$ cat src/rtl/rqu_pkg.sv
`timescale 1ns/1ps
package rqu_pkg;
    // Largest quotient magnitude the unit resolves
    localparam int QMAX  = 4;
    // One comparison per odd multiple 1, 3, .., 2*QMAX+1
    localparam int N_THR = QMAX + 1;
    localparam int MAG_W = $clog2(QMAX + 1);
    localparam int Q_W   = MAG_W + 1;
    // Bits needed to hold the largest odd multiplier
    localparam int MUL_B = $clog2(2 * QMAX + 2);

    typedef struct packed {
        logic signed [Q_W-1:0] q;
        logic                  red;
        logic                  ovf;
    } rqu_res_t;
endpackage

$ cat src/rtl/rqu_abs.sv
`timescale 1ns/1ps
// Splits the signed operand into its sign and twice its magnitude.
module rqu_abs #(
    parameter int DOT_W = 32
) (
    input  logic signed [DOT_W-1:0] dot_i,
    output logic [DOT_W:0]          twice_mag_o,
    output logic                    neg_o
);
    logic [DOT_W-1:0] mag;

    always_comb begin
        neg_o = dot_i[DOT_W-1];
        // The most negative value maps onto 2^(DOT_W-1), which still fits unsigned
        mag = neg_o ? (~dot_i + 1'b1) : dot_i;
        twice_mag_o = {mag, 1'b0};
    end
endmodule

$ cat src/rtl/rqu_thresh.sv
`timescale 1ns/1ps
// Parallel comparisons of 2|dot| against odd multiples of the norm.
// Each multiple is formed from shifted copies of the norm added together.
module rqu_thresh #(
    parameter int NRM_W = 32,
    parameter int CMP_W = 36,
    parameter int N_THR = 5,
    parameter int MUL_B = 4
) (
    input  logic [NRM_W-1:0] nrm_i,
    input  logic [CMP_W-1:0] lhs_i,
    output logic [N_THR-1:0] ge_o
);
    for (genvar k = 0; k < N_THR; k++) begin : g_thr
        localparam int ODD = 2 * k + 1;
        logic [CMP_W-1:0] mult;

        always_comb begin
            mult = '0;
            for (int b = 0; b < MUL_B; b++) begin
                if (((ODD >> b) & 1) != 0) begin
                    mult = mult + (CMP_W'(nrm_i) << b);
                end
            end
            ge_o[k] = (lhs_i >= mult);
        end
    end
endmodule

$ cat src/rtl/rqu_select.sv
`timescale 1ns/1ps
// Maps the thermometer of comparison results onto a magnitude and an overflow flag.
module rqu_select #(
    parameter int N_THR = 5,
    parameter int MAG_W = 3
) (
    input  logic [N_THR-1:0] ge_i,
    output logic [MAG_W-1:0] mag_o,
    output logic             ovf_o
);
    always_comb begin
        ovf_o = ge_i[N_THR-1];
        mag_o = '0;
        // The highest threshold passed decides the magnitude
        for (int k = 0; k < N_THR - 1; k++) begin
            if (ge_i[k]) begin
                mag_o = MAG_W'(k + 1);
            end
        end
    end
endmodule

$ cat src/rtl/rquot_unit.sv
`timescale 1ns/1ps
module rquot_unit
    import rqu_pkg::*;
#(
    parameter int DOT_W = 32,
    parameter int NRM_W = 32
) (
    input  logic                    clk,
    input  logic                    rst_n,
    input  logic signed [DOT_W-1:0] dot_i,
    input  logic [NRM_W-1:0]        nrm_i,
    output logic signed [Q_W-1:0]   q_o,
    output logic                    reduce_o,
    output logic                    ovf_o
);
    // Wide enough for 2|dot| and for (2*QMAX+1)*n without wrap
    localparam int LHS_W = DOT_W + 1;
    localparam int RHS_W = NRM_W + MUL_B;
    localparam int CMP_W = (LHS_W > RHS_W) ? LHS_W : RHS_W;

    logic [DOT_W:0]     twice_mag_w;
    logic               neg_w;
    logic [N_THR-1:0]   ge_w;
    logic [MAG_W-1:0]   mag_w;
    logic               ovf_w;
    logic [Q_W-1:0]     magq_w;
    rqu_res_t           res_d;
    rqu_res_t           res_q;

    rqu_abs #(.DOT_W(DOT_W)) u_abs (
        .dot_i       (dot_i),
        .twice_mag_o (twice_mag_w),
        .neg_o       (neg_w)
    );

    rqu_thresh #(
        .NRM_W (NRM_W),
        .CMP_W (CMP_W),
        .N_THR (N_THR),
        .MUL_B (MUL_B)
    ) u_thresh (
        .nrm_i (nrm_i),
        .lhs_i (CMP_W'(twice_mag_w)),
        .ge_o  (ge_w)
    );

    rqu_select #(
        .N_THR (N_THR),
        .MAG_W (MAG_W)
    ) u_select (
        .ge_i  (ge_w),
        .mag_o (mag_w),
        .ovf_o (ovf_w)
    );

    always_comb begin
        magq_w    = {1'b0, mag_w};
        res_d     = '0;
        res_d.ovf = ovf_w;
        res_d.red = !ovf_w && (mag_w != '0);
        if (ovf_w) begin
            res_d.q = '0;
        end else if (neg_w) begin
            res_d.q = -magq_w;
        end else begin
            res_d.q = magq_w;
        end
    end

    always_ff @(posedge clk or negedge rst_n) begin
        if (!rst_n) begin
            res_q <= '0;
        end else begin
            res_q <= res_d;
        end
    end

    assign q_o      = res_q.q;
    assign reduce_o = res_q.red;
    assign ovf_o    = res_q.ovf;

    // Marks cycles whose outputs come from sampled operands rather than reset
    logic live_q;
    always_ff @(posedge clk or negedge rst_n) begin
        if (!rst_n) begin
            live_q <= 1'b0;
        end else begin
            live_q <= 1'b1;
        end
    end


    ovf_zero_chk: assert property (@(posedge clk) disable iff (!rst_n)
        ovf_o |-> (q_o == '0 && !reduce_o));


    reduce_match_chk: assert property (@(posedge clk) disable iff (!rst_n)
        reduce_o == (q_o != '0));


    sign_pos_chk: assert property (@(posedge clk) disable iff (!rst_n || !live_q)
        (q_o > 0) |-> !$past(dot_i[DOT_W-1]));


    sign_neg_chk: assert property (@(posedge clk) disable iff (!rst_n || !live_q)
        (q_o < 0) |-> $past(dot_i[DOT_W-1]));


    zero_norm_chk: assert property (@(posedge clk) disable iff (!rst_n || !live_q)
        ($past(nrm_i) == '0) |-> ovf_o);


    thermo_chk: assert property (@(posedge clk) disable iff (!rst_n)
        ((ge_w >> 1) & ~ge_w) == '0);


    range_chk: assert property (@(posedge clk) disable iff (!rst_n)
        (q_o <= $signed(Q_W'(QMAX))) && (q_o >= -$signed(Q_W'(QMAX))));
endmodule

$ cat config.mk
export PLATFORM = sky130hd
export DESIGN_NAME = rquot_unit
export DESIGN_NICKNAME = d
export VERILOG_FILES = /design/src/rtl/rqu_pkg.sv /design/src/rtl/rqu_abs.sv /design/src/rtl/rqu_thresh.sv /design/src/rtl/rqu_select.sv /design/src/rtl/rquot_unit.sv
export SDC_FILE = /design/constraint.sdc
export NUM_CORES = 1
export LEC_CHECK = 0
export BUFFER_PORTS_ARGS = -buffer_cell sky130_fd_sc_hd__buf_2
export CORE_MARGIN = 1.5
export CORE_UTILIZATION = 55
export CTS_BUF_LIST = sky130_fd_sc_hd__clkbuf_8 sky130_fd_sc_hd__clkbuf_16
export DETAILED_ROUTE_END_ITERATION = 8
export PLACE_DENSITY = 0.83
export SYNTH_ARGS = -nofsm -noshare
export SYNTH_HDL_FRONTEND = slang
export SYNTH_SLANG_ARGS = --single-unit
$ cat constraint.sdc
create_clock -name clk -period 0.8 [get_ports clk]
set_input_delay 0.08 -clock clk [delete_from_list [all_inputs] [get_ports clk]]
set_output_delay 0.08 -clock clk [all_outputs]
set_load 0.01 [all_outputs]
==> results of run 1 <==
[kinds of logic after synthesis]
kind of cell | count (synthesis) | synth area share [%]
DFF | 6 | 1.423
xor gates and xnor gates | 148 | 12.28
and+or+nand+nor | 304 | 15.78
adders and majority gates | 287 | 34.38
buffers and inverters | 119 | 4.233
AOI/OAI and AO/OA | 512 | 31.71
muxes | 2 | 0.1897
[routing by layer]
layer  overflow  GRT usage [%]
met1          4          74.85
met2         93          94.99
met3          0          68.68
met4         57          87.52
met5          1          32.08
[cells in the mapped netlist (all sizes together) (15+ instances only)]
cell    instances
ha            282
o21bai         30
o21a           21
a21o          115
xor2           56
nand3          28
nand2          61
o31ai          15
nor2b          20
nand2b         23
o21ai          81
a211oi         23
clkbuf         15
a31oi          16
a21oi         142
nand4          41
nor2           55
xnor2          92
inv           104
[per-stage QoR]
step / hold slack (ns) / setup TNS (ns) / setup slack [ns] / util [%] / instance area, µm²
floorplan: -0.2156 / -26.60 / -4.928 / - / 10790
CTS: 0.2461 / -31.05 / -5.618 / 86.89 / 16310
global placement: -0.09823 / -30.12 / -5.382 / 82.83 / 15550
detailed placement: -0.08711 / -33.22 / -6.051 / 82.83 / 15550
[timing repair]
item,CTS
cloned,0
gates resized for setup,63
hold endpoints to repair,6
hold buffers,1
pin swaps,61
buffers inserted,45
endpoints found under the setup margin,10
==> summary.md, run 1 <==
| Metric | Value |
|---|---|
| Area contributors post-synth | ha_1 (33%), a21o_1 (8.2%), xnor2_1 (7.6%) |
| Yosys reg bits | 6 |
| Die Y | 141.5 µm |
| Part of the Yosys area used for sequential elements | ~1.4% |
| Gr usage total | 79.58% |
| Synth async-reset ratio | 100.0% |
| GPL Wtd Cong | 1.038 |
| Mapped Nets | between 1500 and 2000 |
| Die width | 141.5 µm |
| Final HPWL DP | 41060 µm |
| CTS Root Cell | clkbuf_16 |
| Err | [ERROR GRT-0116] Global routing finished with congestion. Check the congestion regions in the DRC Viewer. |
| Yosys top cell by area | ha_1 |
| FP Rows | 50 |
| Starting Density | a little under three fifths |
| Yosys warns | 0 |
| Synth cell types | 66 |
| H-tree depth | 1 |
| Num Clock Sinks | 6 |
| Synthesized cell area | between 10000 and 15000 µm² |
| Failing step | global routing (5_1_grt) |
| Placed insts | 2221 |
| Largest net degree at the start of global routing | 22 |
| Max Buffers Root-to-Sink | 2 |
| Top FF cell, synth | dfrtp_1 |
| Number of global-route vias before repair | 20074 |
| Syn Area/Cell | 7.658 µm² |
| GR Overflow Total | 155 |
| I/O pins | 72 |
| Post-synthesis cell count | 1378 |
| First-pass GRT wire length | 121600 µm |
| Post-synth EDFFs | 0 |
| Buffers added on ports | 71 |
| Num CTS Buffers | 3 |
| Share of the synthesized area in the top cell type | 33.44% |
| Status | did not finish |
==> inputs of run 2 (changes only) <==
CORE_UTILIZATION = 40   (was 55)
CTS_BUF_LIST = unset   (was sky130_fd_sc_hd__clkbuf_8 sky130_fd_sc_hd__clkbuf_16)
PLACE_DENSITY = unset   (was 0.83)
PLACE_DENSITY_LB_ADDON = 0.15   (was unset)
==> summary.md, run 2 <==
| Metric | Value |
|---|---|
| Status | complete, but fails checks |
| Failing checks | negative setup slack |
| HP Class | in -> async |
| Syn Area/Cell | 7.658 µm² (unchanged) |
| Antenna fix cells | 0 |
| Pre-antenna DRT Iters | 5 |
| Routed len/inst | 17.67 µm |
| RSZ-0062 raised after global routing | true |
| Post-synth EDFFs | 0 (unchanged) |
| F_max | roughly 160 MHz |
| Slowest CP cell | a2111oi_4 |
| Total Negative Setup Slacks | -29.85 ns |
| Final period util | 765.1% |
| Number of global-route vias before repair | between 10000 and 15000 |
| Mapped Nets | 1731 (unchanged) |
| Die Y | 165.4 µm (+17%) |
| Final hold vios | 0 |
| Clock period minus worst slack | between 6 and 7 ns |
| CP Capture Type | flip-flop |
| Largest family of logic cells by synthesized area | adder cells |
| Worst relative slew slack | 35.36% |
| Num Clock Sinks | 6 (unchanged) |
| Area contributors post-synth | ha_1 (33%), a21o_1 (8.2%), xnor2_1 (7.6%) |
| Synth-to-Final Area Change | 58.25% |
| Synth async-reset ratio | 100.0% (unchanged) |
| Commonest cells post-synth | ha_1 (282), a21oi_1 (142), a21o_1 (115) |
| Yosys reg bits | 6 (unchanged) |
| Yosys top cell by area | ha_1 |
| DRC | 0 |
| Die width | 165.4 µm (+17%) |
| Layout cells sized above 1 | 38.76% |
| Synthesized cell area | 10550 µm² (unchanged) |
| Vias post-DR | 12959 |
| Most frequent cells in the layout | buf_4 (603), ha_1 (272), a21oi_1 (118) |
| Final HPWL DP | 36230 µm (-12%) |
| FP Rows | 59 (+18%) |
| Yosys warns | 0 (unchanged) |
| Final ANT Viol Nets | 0 |
| CP Max Fanout | 4 |
| Buffers added on ports | 71 (unchanged) |
| PwrDens | 1369 nW/µm² |
| CP Class | in -> reg |
| Via density | around 5.4 |
| GR Overflow Total | 0 |
| Final WL | 42070 µm |
| Commonest non-fill, non-tap cell in the layout | buf_4 |
| Share of the synthesized area in the top cell type | 33.44% (unchanged) |
| GPL Wtd Cong | 0.9960 (-4.1%) |
| CTS tree | yes |
| Xor/xnor share of the synthesized area | 12.28% (unchanged) |
| Worst vdd ir | slightly above 1000 µV |
| Compound-Gate Fraction of Synth Area | 31.71% (unchanged) |
| Core area | 25980 µm² |
| Most flop-heavy register | q_o |
| Crit path launch type | input pin |
| Largest net degree at the start of global routing | 15 |
| Crit-path max cell delay | 0.47 ns |
| Die area | 27370 µm² |
| Worst-path clk slew | 0.03 ns |
| CP arrival | 6.23 ns |
| Max-cap violation count | 0 |
| Post-Synth Adder-Cell Area | 34.38% (unchanged) |
| Post-synthesis cell count | 1378 (unchanged) |
| Setup-failing EPs final | 8 |
| Synth cell types | 66 (unchanged) |
| Slew @ Worst Pin | 0.9626 ns |
| Num CTS Buffers | 3 (unchanged) |
| CP required | roughly 0.91 ns |
| Simple-Gate Fraction of Synth Area | 15.78% (unchanged) |
| Max Buffers Root-to-Sink | 2 (unchanged) |
| Top FF cell, synth | dfrtp_1 |
| Gr usage total | between 30% and 40% |
| Most numerous cell in the Yosys netlist | ha_1 |
| Setup WS post-layout | -5.321 ns |
| Final Slew Violations | 0 |
| Max reg flops | 4 |
| LEAKAGE | 8.902 nW |
| Nets | around 2400 |
| Initial antenna violation count | 0 |
| First-pass GRT wire length | around 65000 µm |
| Post-Place Worst Slack | -5.691 ns (+0.3605 ns) |
| H-tree depth | 1 (unchanged) |
| Post-synthesis mux area share | 0.1897% (unchanged) |
| CTS Root Cell | clkbuf_16 |
| I/O pins | 72 (unchanged) |
| Part of the Yosys area used for sequential elements | 1.423% (unchanged) |
| Drt first-iter violations | 578 |
| Starting Density | 40.61% (-16 points) |
==> run 2: cell counts after synthesis <==
No cell type changed its count.
==> run 2: kinds of logic after synthesis <==
family / after synthesis
buffers and inverters: 119
multiplexers: 2
flip-flops: 6
adder cells (fa/ha/maj): 287
AND/OR/NAND/NOR: 304
AO/OA/AOI/OAI: 512
XOR/XNOR: 148
==> run 2: worst max-delay path, delay by kind of cell <==
kind                       cells  cell delay [ns]
and+or+nand+nor                7             1.01
xor gates and xnor gates       2             0.26
AOI/OAI and AO/OA             17             2.99
buffers and inverters          6             0.76
adders and majority gates      5             1.12
==> run 2: routing by layer <==
layer	vias to the layer above	share of wire [%]	track usage, %
met5	-	0	0
met4	0	3.7	10.02
met3	77	3.4	2.448
met2	272	49	55.34
met1	6049	44	37.43
li1	6561	-	-
==> run 2: where the power goes <==
part | switching [mW] | internal [mW] | total, mW
logic | 10.5 | 11.1 | 21.6
registers | 0.0329 | 0.413 | 0.446
clock network | 0.165 | 0.641 | 0.806
total | 10.7 | 12.1 | 22.9
==> run 2: worst max path at each step <==
stage / startpoint / slack, ns / end / depth (start not counted)
final: nrm_i[3] / -5.32 / q_o[2] / 37
after global routing: nrm_i[4] / -5.64 / q_o[2] / 38
after CTS: nrm_i[2] / -5.24 / q_o[2] / 36
after detailed placement: nrm_i[1] / -5.69 / q_o[2] / 33
after global placement: nrm_i[2] / -5.50 / q_o[2] / 31
after floorplan: nrm_i[5] / -4.93 / q_o[2] / 35
==> run 2: stage by stage <==
step / area [µm²] / hold slack (ns) / util (%) / total power, mW / instances
after floorplan: 10790 / -0.2156 / - / 11.61 / 1378
after global placement: 15820 / -0.09604 / 60.89 / 19.89 / 2342
after detailed placement: 15820 / -0.09530 / 60.89 / 20.26 / 2342
after CTS: 16360 / 0.2019 / 62.94 / 22.02 / 2369
after global routing: 16700 / 0.2295 / 64.27 / 25.10 / 2381
final: 16700 / 0.2233 / 64.27 / 22.86 / 2381
==> run 2: repair_timing <==
item | 4_1_cts | 5_1_grt
resized for setup | 59 | 44
hold endpoints to repair | 6 | 0
buffers inserted | 23 | 13
hold buffers | 1 | 0
setup endpoints to repair | 8 | 12
pin swaps | 48 | 37
==> run 2: layout make-up <==
cell class                 count  area, µm²
multi-input combinational   1253      10640
fill                        2334       9285
timing repair buffer         680       5029
tap                          335      419.2
inverter                     104      390.4
sequential                     6      150.1
clock buffer                   3      75.07
Note: power is estimated with default switching activity, not from simulation.
==> inputs of run 3 (changes only) <==
SKIP_LAST_GASP = 1   (was unset)
==> summary.md, run 3 (same netlist as run 2, synthesis figures left out) <==
| Metric | Value |
|---|---|
| Gr usage total | 30.39% (about the same) |
| CP startpoint | nrm_i[3] |
| Most frequent cells in the layout | buf_4 (605), ha_1 (272), a21oi_1 (120) |
| Total Negative Setup Slacks | -29.97 ns (-0.1152 ns) |
| F_max | 160.6 MHz (-1.7%) |
| Die width | 165.4 µm (unchanged) |
| Worst vdd ir | 992.8 µV (-4.4%) |
| Worst-path clk slew | 0.03 ns (about the same) |
| Drt first-iter violations | 540 (-6.6%) |
| DRC | 0 (unchanged) |
| Num Clock Sinks | 6 (unchanged) |
| CP Class | in -> reg |
| I/O pins | 72 (unchanged) |
| Crit path launch type | input pin |
| Vias post-DR | 12909 (-0.39%) |
| Fin cells | 2381 (unchanged) |
| Placed insts | 2342 (unchanged) |
| CP Max Fanout | 4 (unchanged) |
| LEAKAGE | 8.902 nW (about the same) |
| Num CTS Buffers | 3 (unchanged) |
| CTS tree | yes |
| Tot Pwr | 22.84 mW (about the same) |
| Commonest non-fill, non-tap cell in the layout | buf_4 |
| Pre-antenna DRT Iters | 4 (-1) |
| Final WL | 41990 µm (-0.18%) |
| FP Rows | 59 (unchanged) |
| Layout Utilization | 64.22% (about the same) |
| Final period util | 778.4% (+13 points) |
| Max reg flops | 4 (unchanged) |
| GPL Wtd Cong | 0.9960 (unchanged) |
| CP arrival | 6.35 ns (+0.12 ns) |
| Post-Place Worst Slack | -5.691 ns (unchanged) |
| Routed len/inst | 17.64 µm (-0.18%) |
| Initial antenna violation count | 0 (unchanged) |
| Failing checks | negative setup slack |
| Setup crit end | q_o[2] |
| HP Class | in -> async |
| Nets | 2401 (unchanged) |
| Worst relative slew slack | 35.60% (+0.24 points) |
| PwrDens | 1368 nW/µm² (about the same) |
| Clock period minus worst slack | 6.227 ns (+0.1061 ns) |
| Final Slew Violations | 0 (unchanged) |
| Largest net degree at the start of global routing | 15 (unchanged) |
| First-pass GRT wire length | 65380 µm (about the same) |
| GR Overflow Total | 0 (unchanged) |
| Max Buffers Root-to-Sink | 2 (unchanged) |
| Number of global-route vias before repair | 13006 (-0.0077%) |
| Starting Density | 40.61% (unchanged) |
| CP Capture Type | flip-flop |
| Die Y | 165.4 µm (unchanged) |
| Slowest CP cell | a2111oi_4 |
| Buffers added on ports | 71 (unchanged) |
| H-tree depth | 1 (unchanged) |
| RSZ-0062 raised after global routing | true |
| Setup WS post-layout | -5.427 ns (-0.1061 ns) |
| Final HPWL DP | 36230 µm (unchanged) |
| Status | complete, but fails checks |
| Via density | 5.422 (-0.39%) |
| Slew @ Worst Pin | 0.9591 ns (-0.003545 ns) |
| Core area | 25980 µm² (unchanged) |
| Final ANT Viol Nets | 0 (unchanged) |
| Max-cap violation count | 0 (unchanged) |
| Synth-to-Final Area Change | 58.15% (about the same) |
| Crit-path max cell delay | 0.47 ns (about the same) |
| Setup-failing EPs final | 7 (-1) |
| Most flop-heavy register | q_o |
| CP required | 0.93 ns (+0.02 ns) |
| Final hold vios | 0 (unchanged) |
| Layout cells sized above 1 | 38.71% (-0.049 points) |
| CTS Root Cell | clkbuf_16 |
| Die area | 27370 µm² (unchanged) |
| Antenna fix cells | 0 (unchanged) |
[run 3: through the flow]
stage | hold slack [ns] | area (µm²)
floorplan | -0.2156 | 10790
global placement | -0.09604 | 15820
detailed placement | -0.09530 | 15820
CTS | 0.2019 | 16350
global route | 0.2425 | 16690
finish | 0.2142 | 16690
[run 3: report_power, final]
| group | internal [mW] | switching (mW) |
|---|---|---|
| combinational | 11.1 | 10.5 |
| clock | 0.642 | 0.171 |
| sequential | 0.413 | 0.0315 |
| total | 12.1 | 10.7 |
[run 3: critical path, delay by kind of cell]
kind / cells / cell delay, ns
AOI/OAI and AO/OA: 17 / 3.15
xor gates and xnor gates: 2 / 0.27
adders and majority gates: 4 / 1.05
buffers and inverters: 7 / 0.91
and+or+nand+nor: 7 / 0.89
[run 3: layout make-up]
type	count	area [µm²]
clock buffers	3	75.07
flip-flops and latches	6	150.1
fillers	2343	9296
inverters	104	390.4
multi-input cells	1253	10630
well taps	335	419.2
repair buffers	680	5021
[run 3: worst min path at each step]
stage | from | to | slack (ns) | depth (start not counted)
2_1_floorplan | rst_n | ovf_o | -0.22 | 0
3_3_place_gp | rst_n | q_o[0] | -0.1 | 1
3_5_place_dp | rst_n | ovf_o | -0.1 | 1
4_1_cts | rst_n | q_o[3] | 0.20 | 2
5_1_grt | rst_n | ovf_o | 0.24 | 2
6_report | rst_n | q_o[3] | 0.21 | 2
[run 3: what timing repair did]
item	in CTS	in global routing
endpoints found under the hold margin	6	0
hold buffers	1	0
gates resized for setup	58	42
cloned	0	0
endpoints found under the setup margin	8	12
pin swaps	48	40
buffers inserted	23	13
[run 3: per-layer routing]
metal	track usage (%)	routed length [µm]	up-vias
met5	0	0	-
met4	10.02	1531	0
met3	2.448	1505	74
met2	55.36	20580	259
met1	37.45	18380	6009
li1	-	-	6567
==> inputs of run 4 (changes only) <==
TNS_END_PERCENT = 1   (was unset)
clock period = 5.12 ns   (was 0.8 ns; I/O delays follow)
==> summary.md, run 4 (same netlist as run 2, synthesis figures left out) <==
| Metric | Value |
|---|---|
| FP Rows | 59 (unchanged) |
| Setup-failing EPs final | 6 (-1) |
| Pre-antenna DRT Iters | 5 (+1) |
| Final period util | 130.3% |
| Gr usage total | 29.07% (-1.3 points) |
| CP Max Fanout | 5 (+1) |
| I/O pins | 72 (unchanged) |
| CTS tree | yes |
| Buffers added on ports | 71 (unchanged) |
| Final WL | 39900 µm (-5.0%) |
| Starting Density | 40.61% (unchanged) |
| Status | complete, but fails checks |
| Most frequent cells in the layout | buf_4 (482), ha_1 (275), a21oi_1 (128) |
| Nets | 2271 (-5.4%) |
| Final hold vios | 0 (unchanged) |
| DRC | 0 (unchanged) |
| PwrDens | 218.0 nW/µm² (-84%) |
| Placement Cell Area | 14870 µm² (-6.0%) |
| Max-cap violation count | 0 (unchanged) |
| CP arrival | 6.77 ns (+0.42 ns) |
| Setup WS post-layout | -1.553 ns (+3.874 ns) |
| H-tree depth | 1 (unchanged) |
| Num CTS Buffers | 3 (unchanged) |
| Sw Share | 47.65% (+0.78 points) |
| Layout cells sized above 1 | 31.89% (-6.8 points) |
| LEAKAGE | 8.146 nW (-8.5%) |
| Cell mode on critical path | buf_4 |
| Core area | 25980 µm² (unchanged) |
| CP Class | in -> reg |
| Fin Hold WS | 0.09047 ns (-0.1237 ns) |
| RSZ-0062 raised after global routing | true |
| Final HPWL DP | 34940 µm (-3.6%) |
| DR top layer | met5 |
| Clk pwr share | 3.8% (+0.2 points) |
| CP required | 5.22 ns (+4.29 ns) |
| Clock period minus worst slack | 6.673 ns |
| Max Buffers Root-to-Sink | 2 (unchanged) |
| Crit-path max cell delay | 0.56 ns (+0.09 ns) |
| Met1 Routed Length | 17950 µm (-2.4%) |
| Num Clock Sinks | 6 (unchanged) |
| Worst-path clk slew | 0.04 ns (about the same) |
| F_max | between 100 and 150 MHz |
| CP Capture Type | flip-flop |
| Drt first-iter violations | 697 (+29%) |
| GR Overflow Total | 0 (unchanged) |
| Post-Place Worst Slack | -1.912 ns (+3.779 ns) |
| Final Slew Violations | 0 (unchanged) |
| Commonest non-fill, non-tap cell in the layout | buf_4 |
| Die Y | 165.4 µm (unchanged) |
| HP Class | in -> async |
| Final ANT Viol Nets | 0 (unchanged) |
| Final Instance Area | 15270 µm² (-8.5%) |
| Synth-to-Final Area Change | 44.71% |
| CTS Root Cell | clkbuf_16 |
| Layout Utilization | 58.77% (-5.5 points) |
| Slew @ Worst Pin | 0.8652 ns (-0.09389 ns) |
| WL met3 | 1517 µm (+0.80%) |
| Vias post-DR | 12515 (-3.1%) |
| Failing checks | negative setup slack |
| Total Negative Setup Slacks | -7.821 ns (+22.15 ns) |
| Antenna fix cells | 0 (unchanged) |
| Most flop-heavy register | q_o |
| Via density | 5.560 (+2.5%) |
| First-pass GRT wire length | 62640 µm (-4.2%) |
| Crit path launch type | input pin |
| Worst vdd ir | 136.8 µV (-86%) |
| Met2 routed WL | 19110 µm (-7.1%) |
| Combinational Power Share | 94.1% (-0.4 points) |
| GPL Wtd Cong | 0.9733 (-2.3%) |
| Flop pwr share | 2.0% (about the same) |
| Slowest CP cell | or4_4 |
| Worst relative slew slack | 41.91% (+6.3 points) |
| Routed len/inst | 17.72 µm (+0.49%) |
| Die width | 165.4 µm (unchanged) |
| Largest net degree at the start of global routing | 33 (+18) |
| Number of global-route vias before repair | 12282 (-5.6%) |
| Die area | 27370 µm² (unchanged) |
| P_sw | 1.587 mW (-85%) |
| Max reg flops | 4 (unchanged) |
| P_int | 1.743 mW (-86%) |
| Initial antenna violation count | 1 (+1) |
run 4: layout make-up:
class / instances / area [µm²]
Multi-Input combinational cell: 1253 / 10260
Clock buffer: 3 / 75.07
Timing Repair Buffer: 550 / 3978
Inverter: 104 / 390.4
Sequential cell: 6 / 150.1
Tap cell: 335 / 419.2
Fill cell: 2471 / 10710
run 4: stage by stage:
step | std cells | power (mW)
floorplan | 1378 | 1.806
global placement | 2231 | 2.998
detailed placement | 2231 | 3.046
CTS | 2245 | 3.266
global route | 2251 | 3.660
finish | 2251 | 3.329
run 4: per-layer routing:
layer	track usage, %	up-vias
met3	1.149	72
met4	8.888	2
li1	-	6306
met1	37.03	5832
met5	0	-
met2	52.66	303
run 4: worst paths after layout:
check | from | endpoint | slack, ns | cells after the start
worst max-delay path | nrm_i[1] | q_o[2] | -1.55 | 37
worst min-delay path | rst_n | q_o[0] | 0.09 | 1
max in group asynchronous | rst_n | reduce_o | 4.89 | 1
min in group clk | dot_i[31] | q_o[1] | 0.79 | 3
run 4: critical path, delay by kind of cell:
family          cells  cell delay [ns]
xor+xnor            2             0.20
compound gates     14             2.50
buf+inv             8             0.75
simple gates        7             1.52
fa+ha+maj           6             1.28
run 4: what timing repair did:
item,CTS,global route
resized for setup,20,20
hold buffers,0,0
setup endpoints to repair,6,6
pin swaps,32,30
setup buffers,11,6
run 4: power groups by stage:
stage | Clock [mW] | Sequential [mW] | Combinational [mW]
floorplan | 0 | 0.0787 | 1.73
global placement | 0 | 0.0686 | 2.93
detailed placement | 0 | 0.0682 | 2.98
CTS | 0.130 | 0.0678 | 3.07
global route | 0.133 | 0.0698 | 3.46
finish | 0.128 | 0.0677 | 3.13
